File: src/rtl/rxstat_pkg.sv
// Package: shared widths, register addresses and run-state type for the
// receive event counters. Assumes counters occupy consecutive addresses.
package rxstat_pkg;
    localparam int          CNT_W     = 16;
    localparam int          ADDR_W    = 5;
    localparam int          NUM_CNT   = 3;
    localparam logic [4:0]  ADDR_BASE = 5'h13;   // false carrier at base
    localparam int          IDX_FCAR  = 0;
    localparam int          IDX_DISC  = 1;
    localparam int          IDX_ERRF  = 2;

    typedef enum logic [1:0] {
        RUN_NONE = 2'd0,
        RUN_ONE  = 2'd1,
        RUN_MANY = 2'd2
    } run_state_t;
endpackage

File: src/rtl/sat_counter.sv
// Module: sat_counter
// Clear-on-read event counter that saturates at all ones.
// Assumes inc and clr are single-cycle qualified strobes. When both arrive
// together the counter restarts at one so that the event is not lost.
module sat_counter #(
    parameter int W = 16
) (
    input  logic         clk,
    input  logic         rst_n,
    input  logic         inc,
    input  logic         clr,
    output logic [W-1:0] cnt
);
    localparam logic [W-1:0] MAX_VAL = {W{1'b1}};
    localparam logic [W-1:0] ONE_VAL = W'(1);

    // Count events, hold at the maximum, clear or restart on read.
    always_ff @(posedge clk) begin
        if (!rst_n)
            cnt <= '0;
        else if (clr && inc)
            cnt <= ONE_VAL;
        else if (clr)
            cnt <= '0;
        else if (inc && cnt != MAX_VAL)
            cnt <= cnt + ONE_VAL;
    end


    no_overflow_chk: assert property (@(posedge clk) disable iff (!rst_n)
        (inc && !clr && cnt == MAX_VAL) |=> cnt == MAX_VAL);


    clear_on_read_chk: assert property (@(posedge clk) disable iff (!rst_n)
        (clr && !inc) |=> cnt == '0);


    read_and_event_chk: assert property (@(posedge clk) disable iff (!rst_n)
        (clr && inc) |=> cnt == ONE_VAL);


    step_one_chk: assert property (@(posedge clk) disable iff (!rst_n)
        (inc && !clr && cnt != MAX_VAL) |=> cnt == $past(cnt) + ONE_VAL);


    idle_hold_chk: assert property (@(posedge clk) disable iff (!rst_n)
        (!inc && !clr) |=> $stable(cnt));
endmodule

File: src/rtl/fc_run_tracker.sv
// Module: fc_run_tracker
// Follows runs of false-carrier events and flags a disconnect event when a
// run reaches its second event. Assumes a break pulse in the same cycle as
// a false-carrier pulse closes the old run before the new pulse is taken.
module fc_run_tracker
    import rxstat_pkg::*;
(
    input  logic clk,
    input  logic rst_n,
    input  logic fc,
    input  logic brk,
    output logic disc_evt
);
    run_state_t run_q;
    run_state_t run_d;

    // Disconnect event on the second pulse of an unbroken run.
    always_comb begin
        disc_evt = fc && !brk && (run_q == RUN_ONE);
    end

    // Next run length from break and false-carrier inputs.
    always_comb begin
        run_d = run_q;
        if (brk)
            run_d = fc ? RUN_ONE : RUN_NONE;
        else if (fc)
            run_d = (run_q == RUN_NONE) ? RUN_ONE : RUN_MANY;
    end

    // Hold the run length.
    always_ff @(posedge clk) begin
        if (!rst_n)
            run_q <= RUN_NONE;
        else
            run_q <= run_d;
    end


    no_double_disc_chk: assert property (@(posedge clk) disable iff (!rst_n)
        disc_evt |=> !disc_evt);


    disc_sets_many_chk: assert property (@(posedge clk) disable iff (!rst_n)
        disc_evt |=> run_q == RUN_MANY);


    break_restart_chk: assert property (@(posedge clk) disable iff (!rst_n)
        (brk && fc) |=> run_q == RUN_ONE);
endmodule

File: src/rtl/stat_read_port.sv
// Module: stat_read_port
// Decodes the read address, returns the selected counter and pulses its
// clear. Assumes counters sit at consecutive addresses from ADDR_BASE.
module stat_read_port
    import rxstat_pkg::*;
#(
    parameter int W      = 16,
    parameter int AW     = 5,
    parameter int N      = 3
) (
    input  logic              clk,
    input  logic              rst_n,
    input  logic              rd_stb,
    input  logic [AW-1:0]     rd_addr,
    input  logic [N-1:0][W-1:0] cnt_vec,
    output logic [N-1:0]      clr_vec,
    output logic [W-1:0]      rd_data
);
    localparam logic [AW-1:0] BASE = AW'(ADDR_BASE);

    logic [AW-1:0] offset;
    logic          hit;
    logic [W-1:0]  sel_val;

    // Address decode into counter index.
    always_comb begin
        offset = rd_addr - BASE;
        hit    = (rd_addr >= BASE) && (int'(offset) < N);
    end

    // Clear strobe and selected value per counter.
    always_comb begin
        sel_val = '0;
        for (int i = 0; i < N; i++) begin
            clr_vec[i] = rd_stb && hit && (int'(offset) == i);
            if (hit && int'(offset) == i)
                sel_val = cnt_vec[i];
        end
    end

    // Capture read data on a strobe; hold it otherwise.
    always_ff @(posedge clk) begin
        if (!rst_n)
            rd_data <= '0;
        else if (rd_stb)
            rd_data <= sel_val;
    end


    unmapped_zero_chk: assert property (@(posedge clk) disable iff (!rst_n)
        (rd_stb && !hit) |=> rd_data == '0);


    unmapped_no_clr_chk: assert property (@(posedge clk) disable iff (!rst_n)
        (rd_stb && !hit) |-> clr_vec == '0);


    data_hold_chk: assert property (@(posedge clk) disable iff (!rst_n)
        !rd_stb |=> $stable(rd_data));


    one_clear_chk: assert property (@(posedge clk) disable iff (!rst_n)
        $onehot0(clr_vec));
endmodule

File: src/rtl/rx_event_stats.sv
// Module: rx_event_stats (top)
// Three saturating clear-on-read receive counters for one port: false
// carrier, derived disconnect, and error frame. Assumes event inputs are
// single-cycle pulses synchronous to clk.
module rx_event_stats
    import rxstat_pkg::*;
#(
    parameter int CW = CNT_W,
    parameter int AW = ADDR_W
) (
    input  logic          clk,
    input  logic          rst_n,
    input  logic          fc_pulse,
    input  logic          err_frame_pulse,
    input  logic          run_break,
    input  logic          rd_stb,
    input  logic [AW-1:0] rd_addr,
    output logic [CW-1:0] rd_data
);
    logic                        disc_evt;
    logic [NUM_CNT-1:0]          inc_vec;
    logic [NUM_CNT-1:0]          clr_vec;
    logic [NUM_CNT-1:0][CW-1:0]  cnt_vec;

    // Map event sources onto counter slots.
    always_comb begin
        inc_vec           = '0;
        inc_vec[IDX_FCAR] = fc_pulse;
        inc_vec[IDX_DISC] = disc_evt;
        inc_vec[IDX_ERRF] = err_frame_pulse;
    end

    fc_run_tracker u_run (
        .clk      (clk),
        .rst_n    (rst_n),
        .fc       (fc_pulse),
        .brk      (run_break),
        .disc_evt (disc_evt)
    );

    for (genvar g = 0; g < NUM_CNT; g++) begin : g_cnt
        sat_counter #(.W(CW)) u_cnt (
            .clk   (clk),
            .rst_n (rst_n),
            .inc   (inc_vec[g]),
            .clr   (clr_vec[g]),
            .cnt   (cnt_vec[g])
        );
    end

    stat_read_port #(.W(CW), .AW(AW), .N(NUM_CNT)) u_rd (
        .clk     (clk),
        .rst_n   (rst_n),
        .rd_stb  (rd_stb),
        .rd_addr (rd_addr),
        .cnt_vec (cnt_vec),
        .clr_vec (clr_vec),
        .rd_data (rd_data)
    );


    reset_zero_chk: assert property (@(posedge clk)
        !rst_n |=> rd_data == '0);
endmodule

File: config.mk
export PLATFORM = sky130hd
export DESIGN_NAME = rx_event_stats
export DESIGN_NICKNAME = d
export VERILOG_FILES = /design/src/rtl/rxstat_pkg.sv /design/src/rtl/sat_counter.sv /design/src/rtl/fc_run_tracker.sv /design/src/rtl/stat_read_port.sv /design/src/rtl/rx_event_stats.sv
export SDC_FILE = /design/constraint.sdc
export NUM_CORES = 1
export LEC_CHECK = 0
export BUFFER_PORTS_ARGS = -buffer_cell sky130_fd_sc_hd__buf_2
export CAP_MARGIN = 20
export CORE_MARGIN = 1
export CORE_UTILIZATION = 40
export DETAILED_ROUTE_END_ITERATION = 7
export PLACE_DENSITY_LB_ADDON = 0.12
export SLEW_MARGIN = 20
export SYNTH_ARGS = -nofsm -noshare
export SYNTH_HDL_FRONTEND = slang
export SYNTH_SLANG_ARGS = --single-unit
File: constraint.sdc
create_clock -name clk -period 3.92 [get_ports clk]
set_input_delay 0.392 -clock clk [delete_from_list [all_inputs] [get_ports clk]]
set_output_delay 0.392 -clock clk [all_outputs]
set_load 0.01 [all_outputs]
==> metrics <==
status=finished with violations; failing checks=design-rule violations; Placer Congestion=0.893; via density per instance=6.00; crit end category=flop; Hold Crit Endpoint=u_run.run_q[1]; worst hold stages=2; total gr overflow=0; Final min period=roughly 2.4 ns; CTS Root Cell=clkbuf_8; number of hold violations in the final report=0; CP Max Fanout=13; sequential share of the synthesized area=0.358; share of layout cells above drive strength 1=0.119; synth warn=0; CTS sink count=between 60 and 70; met1 wire length=between 4000 and 5000 um; vias in the first global route=3,308; DIE HEIGHT=a little under 100 um; EDFF count, synth=0; Max Root-Sink Buffers=2; Synth top area share=0.358; IO Count=27; DRC=2; FP Rows=34; core area=0.00881 mm2; Crit Path Category=reg -> reg; gr usage total=0.212; sw frac=0.239; largest net degree at the start of global routing=34; Setup Fix Bufs, Post-CTS=0; Top Metal Used=met4; Area Growth Syn to Fin=11.0%; Post-CTS Hold Buffers=0; hpwl dp=6900 um; slew of the pin with the lowest slew margin=0.940 ns; clock latency on the worst-skew pair=approximately 0.35 ns; first-pass GRT wire length=16,300 um; met2 WL=around 4300 um; Final Cycle Share=0.602; total wire length=~9600 um; Worst R2R Path Depth=5; Hold Path Class=in -> reg; ANT nets after route=0; Wirelength per Cell=between 15 and 20 um; Yosys reg bits=66; Cell Int Power=~1.0 mW; Data arrival, critical path=about 2.6 ns; skew final=0.00939 ns; TritonCTS Buffers=9; setup slack, reg-to-reg=1.56 ns; setup tns final=0 ns; Rel. slew slack=0.368; Pwr Density=332 mW/mm2; Critical R2R Launch=g_cnt[1].u_cnt.cnt[0]; sequential share of power=0.504; H-tree levels=3; pins over their slew limit=0; leading post-synthesis cells by cell area=dfxtp_1, a21oi_1, nand2_1; Mapped Area=approximately 0.0037 mm2; Logic pwr share=0.062; RSZ-0062 raised after global routing=false; dominant synthesized flop cell=dfxtp_1; Switch Pwr=between 0.3 and 0.4 mW; Crit Reg-Reg Endpoint=g_cnt[1].u_cnt.cnt[0]; Met3 Wirelength=around 470 um; maximum vdd ir drop=between 0.00015 and 0.0002 V; drt pass-1 iters=7; initial antenna violation count=0; post-cts resize count=0; min-delay src=run_break; Final Setup Violations=0; Via Count=3,571; DR iter-0 viols=203; f_max=around 0.42 GHz; Die Wd=98.0 um; syn nets=481; crit path launch type=flop; Hold Slack=approximately 0.27 ns; leak pwr=1.29 nW; ANT cells=0; Reg clk slew, reported paths=0.07 ns; Post-synth ARST share=0; Required @ worst endpoint=4.17 ns; area of the die=0.00960 mm2; max cap viols=0; port bufs=26; post-synthesis cell count=463; nets@finish=500; clock share of power=0.434; post-synth top area cell=dfxtp_1; CTS tree=done; Distinct cells, synth=55; syn avg cell area=7.96 um2; Initial Util=0.419
critical path, stage by stage, from the launching register on:
cell     delay [ns]
dfxtp_1        0.50
ha_1           0.29
nand4_1        0.20
nor4_2         0.86
nor2_1         0.13
o32ai_1        0.29
cell usage in the layout, fill, tap and decap left out, types with 3 or more instances in the layout:
master and n:
a21oi_1 67, a311oi_1 3, a31oi_1 3, and3_1 6
and4_1 9, buf_2 26, buf_4 5, clkbuf_1 3
clkbuf_8 11, dfxtp_1 66, ha_1 7, inv_1 12
nand2_1 54, nand3_1 22, nand3b_1 19, nand4_1 12
nor2_1 17, nor3_1 16, nor4_1 5, nor4_2 3
o21ai_0 26, o31ai_1 21, o41ai_1 4, or3_1 12
or4_1 16
power by group through the flow:
| stage | clock network [mW] | logic [mW] | registers, mW |
|---|---|---|---|
| final | 0.589 | 0.0838 | 0.684 |
| after global routing | 0.627 | 0.0938 | 0.685 |
| after CTS | 0.601 | 0.0838 | 0.684 |
| after detailed placement | 0 | 0.0835 | 0.700 |
| after global placement | 0 | 0.0821 | 0.700 |
| after floorplan | 0 | 0.0569 | 0.697 |
stage by stage:
stage	instances	util	area [um2]	power, mW	worst slack (ns)
3_3_place_gp	579	0.442	3890	0.782	1.68
3_5_place_dp	579	0.442	3890	0.783	1.54
4_1_cts	595	0.465	4090	1.37	1.55
2_1_floorplan	463	-	3690	0.754	2.17
6_report	595	0.465	4090	1.36	1.56
5_1_grt	595	0.465	4090	1.41	1.28
area by class of cell:
class                           instances  area, um2
Clock inverter                          2       35.0
Multi-Input combinational cell        362       2220
Clock buffer                           14        163
Fill cell                             871       4710
Tap cell                              108        135
Sequential cell                        66       1320
Inverter                               12       45.0
Timing Repair Buffer                   31        168
cell families after synthesis:
group                      Yosys count  share of synthesized area
adders and majority gates            7                     0.0238
and+or+nand+nor                    207                      0.328
muxes                                1                    0.00305
buffers and inverters               35                     0.0380
AOI/OAI and AO/OA                  143                      0.237
DFF                                 66                      0.358
xor gates and xnor gates             4                     0.0115
flip-flops by register name, summed over array words and instances (netlist names):
| signal | count |
|---|---|
| u_rd.rd_data | 16 |
| g_cnt.u_cnt.cnt | 48 |
| u_run.run_q | 2 |
per-layer routing:
layer  global-route usage  vias up
met5                    0        -
met4               0.0688        0
met3               0.0329       14
met2                0.334       99
met1                0.295     1649
li1                     -     1809
synth_stat cells (all sizes together), types with 8 or more instances:
cell type	count
nor4	8
clkbuf	18
nand3	22
and4	9
a21oi	68
o31ai	23
o21ai	27
nand4	15
nand3b	19
dfxtp	66
nor2	17
or4	16
nor3	16
nand2	54
or3	13
inv	12
worst max path at each step:
stage	to	startpoint
3_3_place_gp	g_cnt[1].u_cnt.cnt[2]	rd_addr[1]
3_5_place_dp	g_cnt[1].u_cnt.cnt[0]	g_cnt[1].u_cnt.cnt[0]
4_1_cts	g_cnt[1].u_cnt.cnt[0]	g_cnt[1].u_cnt.cnt[0]
2_1_floorplan	g_cnt[1].u_cnt.cnt[2]	g_cnt[1].u_cnt.cnt[0]
5_1_grt	g_cnt[1].u_cnt.cnt[0]	g_cnt[1].u_cnt.cnt[0]
6_report	g_cnt[1].u_cnt.cnt[0]	g_cnt[1].u_cnt.cnt[0]
Note: power is estimated with default switching activity, not from simulation.
